File: src/rtl/rdwag_pkg.sv
package rdwag_pkg;

    localparam int PAGE_W = 8;
    localparam int ADDR_W = 2 * PAGE_W;

    typedef logic [PAGE_W-1:0] page_t;

    typedef struct packed {
        page_t page;
        page_t off;
    } buf_addr_t;

    // Address increment for one host write.
    function automatic logic [ADDR_W-1:0] addr_step(input logic word_mode);
        return word_mode ? ADDR_W'(2) : ADDR_W'(1);
    endfunction

    // Ring folding is meaningful only with a non-empty transmit area.
    function automatic logic ring_usable(input logic ring_en, input page_t rx_page,
                                         input page_t first_page);
        return ring_en && (rx_page > first_page);
    endfunction

endpackage

File: src/rtl/rdwag_next.sv
module rdwag_next
    import rdwag_pkg::*;
#(
    parameter page_t TX_FIRST_PAGE = 8'h40
) (
    input  buf_addr_t cur,
    input  logic      word_mode,
    input  logic      ring_en,
    input  page_t     rx_page,
    output buf_addr_t nxt
);
    logic [ADDR_W-1:0] sum_v;
    buf_addr_t         sum;
    logic              ring_ok;
    logic              in_tx;
    logic              fold;

    always_comb begin
        sum_v   = cur + addr_step(word_mode);
        sum     = buf_addr_t'(sum_v);
        ring_ok = ring_usable(ring_en, rx_page, TX_FIRST_PAGE);
        in_tx   = (cur.page >= TX_FIRST_PAGE) && (cur.page < rx_page);
        fold    = ring_ok && in_tx && (sum.page >= rx_page);
        nxt     = sum;
        if (fold) begin
            nxt.page = TX_FIRST_PAGE;
        end
    end
endmodule

File: src/rtl/rdwag_count.sv
module rdwag_count
    import rdwag_pkg::*;
(
    input  logic              clk,
    input  logic              rst,
    input  logic              load,
    input  logic [ADDR_W-1:0] len,
    input  logic              wr_en,
    input  logic              word_mode,
    output logic [ADDR_W-1:0] rem,
    output logic              empty
);
    logic [ADDR_W-1:0] step;

    always_comb begin
        step  = addr_step(word_mode);
        empty = (rem == '0);
    end

    always_ff @(posedge clk) begin
        if (rst) begin
            rem <= '0;
        end else if (load) begin
            rem <= len;
        end else if (wr_en) begin
            rem <= (rem > step) ? rem - step : '0;
        end
    end
endmodule

File: src/rtl/rdwag_top.sv
module rdwag_top
    import rdwag_pkg::*;
#(
    parameter page_t TX_FIRST_PAGE = 8'h40
) (
    input  logic              clk,
    input  logic              rst,
    input  logic              load,
    input  logic [ADDR_W-1:0] start_addr,
    input  logic [ADDR_W-1:0] byte_cnt,
    input  logic              wr_en,
    input  logic              word_mode,
    input  logic              ring_en,
    input  logic [PAGE_W-1:0] rx_start_page,
    output logic [ADDR_W-1:0] wr_addr,
    output logic [ADDR_W-1:0] remaining,
    output logic              done
);
    buf_addr_t addr_q;
    buf_addr_t addr_nxt;

    rdwag_next #(.TX_FIRST_PAGE(TX_FIRST_PAGE)) u_next (
        .cur       (addr_q),
        .word_mode (word_mode),
        .ring_en   (ring_en),
        .rx_page   (rx_start_page),
        .nxt       (addr_nxt)
    );

    rdwag_count u_count (
        .clk       (clk),
        .rst       (rst),
        .load      (load),
        .len       (byte_cnt),
        .wr_en     (wr_en),
        .word_mode (word_mode),
        .rem       (remaining),
        .empty     (done)
    );

    always_ff @(posedge clk) begin
        if (rst) begin
            addr_q <= '0;
        end else if (load) begin
            addr_q <= buf_addr_t'(start_addr);
        end else if (wr_en) begin
            addr_q <= addr_nxt;
        end
    end

    assign wr_addr = addr_q;
endmodule

File: config.mk
export PLATFORM = sky130hd
export DESIGN_NAME = rdwag_top
export DESIGN_NICKNAME = d
export VERILOG_FILES = /design/src/rtl/rdwag_pkg.sv /design/src/rtl/rdwag_next.sv /design/src/rtl/rdwag_count.sv /design/src/rtl/rdwag_top.sv
export SDC_FILE = /design/constraint.sdc
export NUM_CORES = 1
export LEC_CHECK = 0
export BUFFER_PORTS_ARGS = -buffer_cell sky130_fd_sc_hd__buf_4
export CORE_ASPECT_RATIO = 1.1
export CORE_MARGIN = 1
export CORE_UTILIZATION = 40
export CTS_CLUSTER_SIZE = 24
export DETAILED_ROUTE_END_ITERATION = 10
export PLACE_DENSITY_LB_ADDON = 0.12
export SKIP_CTS_REPAIR_TIMING = 1
export SLEW_MARGIN = 20
export SYNTH_ARGS = -nofsm -noshare
export SYNTH_HDL_FRONTEND = slang
export SYNTH_SLANG_ARGS = --single-unit
File: constraint.sdc
create_clock -name clk -period 3.63 [get_ports clk]
set_input_delay 0.726 -clock clk [delete_from_list [all_inputs] [get_ports clk]]
set_output_delay 0.726 -clock clk [all_outputs]
set_load 0.01 [all_outputs]
==> summary.md <==
| Metric | Value |
|---|---|
| Status | finished, final reports clean |
| RSZ-0062 raised after global routing | no |
| First-pass DRT Iterations | 4 |
| Max Fclk | 0.294 GHz |
| CP startpoint kind | primary input |
| Synth Area in XOR/XNOR | 0.0895 |
| IO Count | 79 |
| Mean Syn Cell Area | 8.07 um^2 |
| Clock skew | 0.00970 ns |
| Total gr overflow | 0 |
| Initial Util | 0.425 |
| Met1 Track Usage GR | 0.257 |
| Comb pwr share | 0.285 |
| Post-synthesis adder-cell area fraction | 0.118 |
| Worst slew margin | 0.646 |
| Sw frac | 0.301 |
| Clock network power share | 0.323 |
| Final Wtd Congestion | 0.844 |
| Die width | 75.1 um |
| Sw Pwr | 0.318 mW |
| Grt met2 use | 0.345 |
| Worst-Margin Slew | 0.527 ns |
| Initial antenna violation count | 0 |
| Yosys cell types | 45 |
| Reg2reg path depth | 13 |
| CTS tree | yes |
| DRC violations left | 0 |
| R2R setup slack | 0.48 ns |
| Crit-path cells | buf_4 > inv_1 > ha_1 > inv_1 > fa_1 > nor2_1 > nand4_1 > xor2_1 > ha_1 > nand2b_1 > a211oi_1 > o21bai_1 > a211o_1 > a211o_4 > o22ai_1 |
| Mux cell area share after synthesis | 0.0128 |
| Dpl ws | -0.0897 ns |
| WP buf/inv | 3 |
| Synth Area in Simple Gates | 0.269 |
| Die Footprint | 6190 um^2 |
| CTS Buffer Depth | 2 |
| Count of input and output buffers | 78 |
| Min-Delay Path Class | flip-flop to flip-flop |
| Synth warn | 0 |
| GRT busiest layer | met2 |
| Pwr dens | 337 nW/um^2 |
| Area growth syn-to-layout | 33.1% |
| Final Max Slew Viols | 0 |
| Largest net degree at the start of global routing | 36 |
| Routed via count | 2326 |
| Per-cell routed wire length | 13.6 um |
| Maxcap violations | 0 |
| Layout cells sized above 1 | 0.267 |
| Crit-path leading delay family | compound AO/OA/AOI/OAI gates |
| Die Ht | 82.4 um |
| Internal power | 0.737 mW |
| Worst r2r dst | wr_addr[8]$_SDFFE_PP0P_ |
| Iter 0 DRT Violations | 73 |
| VDD IR max | 0.204 mV |
| Worst EP required | 3.84 ns |
| Clock sinks | 32 |
| Critical Path Fanout Max | 7 |
| Sequential-to-total area share from yosys stat | 0.273 |
| Min Hold Slack | 0.556 ns |
| P_leak | 1.42 nW |
| Final hold vios | 0 |
| Final min period | 3.40 ns |
| First-pass GRT wire length | 9470 um |
| Critical Path Stages | 15 |
| Worst-Skew Late Latency | 0.29 ns |
| Critical path arrival | 3.61 ns |
| Synth Area in Compound Gates | 0.176 |
| Placeable Area | 5540 um^2 |
| Number of core rows | 28 |
| Design Area, Final | 3130 um^2 |
| Crit path capture type | flip-flop |
| Inserted Diodes | 0 |
| Kind of critical path | primary input to flip-flop |
| Worst setup margin | 0.230 ns |
| Slowest CP cell | fa_1 |
| Final clock period utilization by the worst path | 0.937 |
| Reg clk slew, reported paths | 0.07 ns |
| Crit. Startpoint | word_mode |
| CTS Buf Count | 5 |
| Post-Route Utilization | 0.565 |
| Nets | 433 |
| Most frequent cells in the layout | 85 x buf_4, 32 x dfxtp_1, 30 x nor2_1 |
| Cells after Synth | 291 |
| Register bit count reported by yosys | 32 |
| Reg2Reg Launch Point | wr_addr[0]$_SDFFE_PP0P_ |
| Root Buffer | clkbuf_8 |
| Htree depth | 2 |
| WL final | 6010 um |
| HPWL Detailed | 4520 um |
| Cell Area, Placed | 3010 um^2 |
| Max incr delay on CP | 0.41 ns |
| Commonest non-fill, non-tap cell in the layout | buf_4 |
| Setup tns final | 0 ns |
| Final setup viols | 0 |
| Seq pwr share | 0.392 |
| M3 GR Usage | 0.0413 |
| CP endpoint | wr_addr[8]$_SDFFE_PP0P_ |
| Routed Antenna Nets | 0 |
| Synthesized cell area | 2350 um^2 |
| Vias in the first global route | 2066 |
| Largest family of logic cells by synthesized area | simple AND/OR/NAND/NOR gates |
| Post-Syn Nets | 358 |
| Via/cell ratio | 5.26 |
| Total GRT Usage | 0.202 |
-- cells by family after synthesis --
kind of cell / after synthesis
xor+xnor: 24
mux: 3
flops: 32
fa+ha+maj: 21
simple gates: 112
buf+inv: 37
compound gates: 62
-- worst min-delay path by stage --
stage	startpoint	to	slack, ns	cells past startpoint
floorplan	u_count.rem[12]$_SDFFE_PP0P_	u_count.rem[12]$_SDFFE_PP0P_	0.56	2
global placement	u_count.rem[12]$_SDFFE_PP0P_	u_count.rem[12]$_SDFFE_PP0P_	0.55	2
detailed placement	u_count.rem[12]$_SDFFE_PP0P_	u_count.rem[12]$_SDFFE_PP0P_	0.55	2
finish	u_count.rem[12]$_SDFFE_PP0P_	u_count.rem[12]$_SDFFE_PP0P_	0.56	2
CTS	u_count.rem[12]$_SDFFE_PP0P_	u_count.rem[12]$_SDFFE_PP0P_	0.56	2
global route	u_count.rem[12]$_SDFFE_PP0P_	u_count.rem[12]$_SDFFE_PP0P_	0.63	2
-- tightest hold or removal path: cells and delay by family (launching register included) --
family | cells | cell delay [ns]
AND/OR/NAND/NOR | 1 | 0.09
AO/OA/AOI/OAI | 1 | 0.07
flip-flops | 1 | 0.35
-- per-layer routing --
layer	vias to the layer above	wire length, um
met2	54	2970
met5	-	0
li1	1203	-
met3	6	241
met1	1063	2740
met4	0	65
-- synth_stat cells (all sizes together) --
| library cell | n | area (um^2) |
|---|---|---|
| nor4bb | 1 | 10.0 |
| a21boi | 1 | 7.51 |
| and2 | 1 | 6.26 |
| a211o | 2 | 17.5 |
| nor4b | 2 | 17.5 |
| o211ai | 1 | 7.51 |
| a31oi | 1 | 6.26 |
| dfxtp | 32 | 641 |
| a211oi | 6 | 57.6 |
| or4 | 6 | 56.3 |
| nor3b | 15 | 113 |
| o21a | 1 | 7.51 |
| nand3 | 8 | 40.0 |
| nand2 | 7 | 26.3 |
| fa | 2 | 40.0 |
| nor2 | 30 | 113 |
| a32o | 2 | 20.0 |
| a22oi | 2 | 15.0 |
| and3 | 4 | 25.0 |
| xnor2 | 13 | 114 |
| xor2 | 11 | 96.3 |
| nand2b | 2 | 12.5 |
| nand4 | 3 | 18.8 |
| a41o | 1 | 10.0 |
| inv | 20 | 75.1 |
| and4 | 1 | 8.76 |
| nor3 | 15 | 75.1 |
| o22ai | 9 | 56.3 |
| o21ai | 7 | 35.0 |
| nor2b | 6 | 37.5 |
| a21oi | 21 | 105 |
| nor4 | 4 | 25.0 |
| or3 | 5 | 32.5 |
| ha | 19 | 238 |
| clkbuf | 15 | 56.3 |
| a221oi | 6 | 52.6 |
| mux2i | 3 | 30.0 |
| buf | 2 | 15.0 |
| o21bai | 2 | 15.0 |
| nand3b | 2 | 15.0 |
-- cell type report --
class / instances / area, um^2
Inverter: 20 / 75.1
Fill cell: 550 / 2410
Tap cell: 75 / 93.8
Clock inverter: 2 / 35.0
Clock buffer: 6 / 72.6
Sequential cell: 32 / 641
Timing Repair Buffer: 85 / 638
Multi-Input combinational cell: 222 / 1570
-- power groups by stage --
| stage | clock network, mW | registers (mW) | logic, mW |
|---|---|---|---|
| CTS | 0.350 | 0.413 | 0.303 |
| floorplan | 0 | 0.425 | 0.178 |
| finish | 0.341 | 0.413 | 0.301 |
| detailed placement | 0 | 0.421 | 0.301 |
| global placement | 0 | 0.421 | 0.297 |
| global route | 0.363 | 0.417 | 0.336 |
-- sequential cells by signal, indices dropped and copies added (netlist names) --
signal / count
u_count.rem: 16
wr_addr: 16
-- per-stage QoR --
stage          std cells  power [mW]
2_1_floorplan        291       0.604
3_3_place_gp         434       0.717
3_5_place_dp         434       0.722
4_1_cts              442        1.07
5_1_grt              442        1.12
6_report             442        1.05
Power figures use the tool's default switching activity.
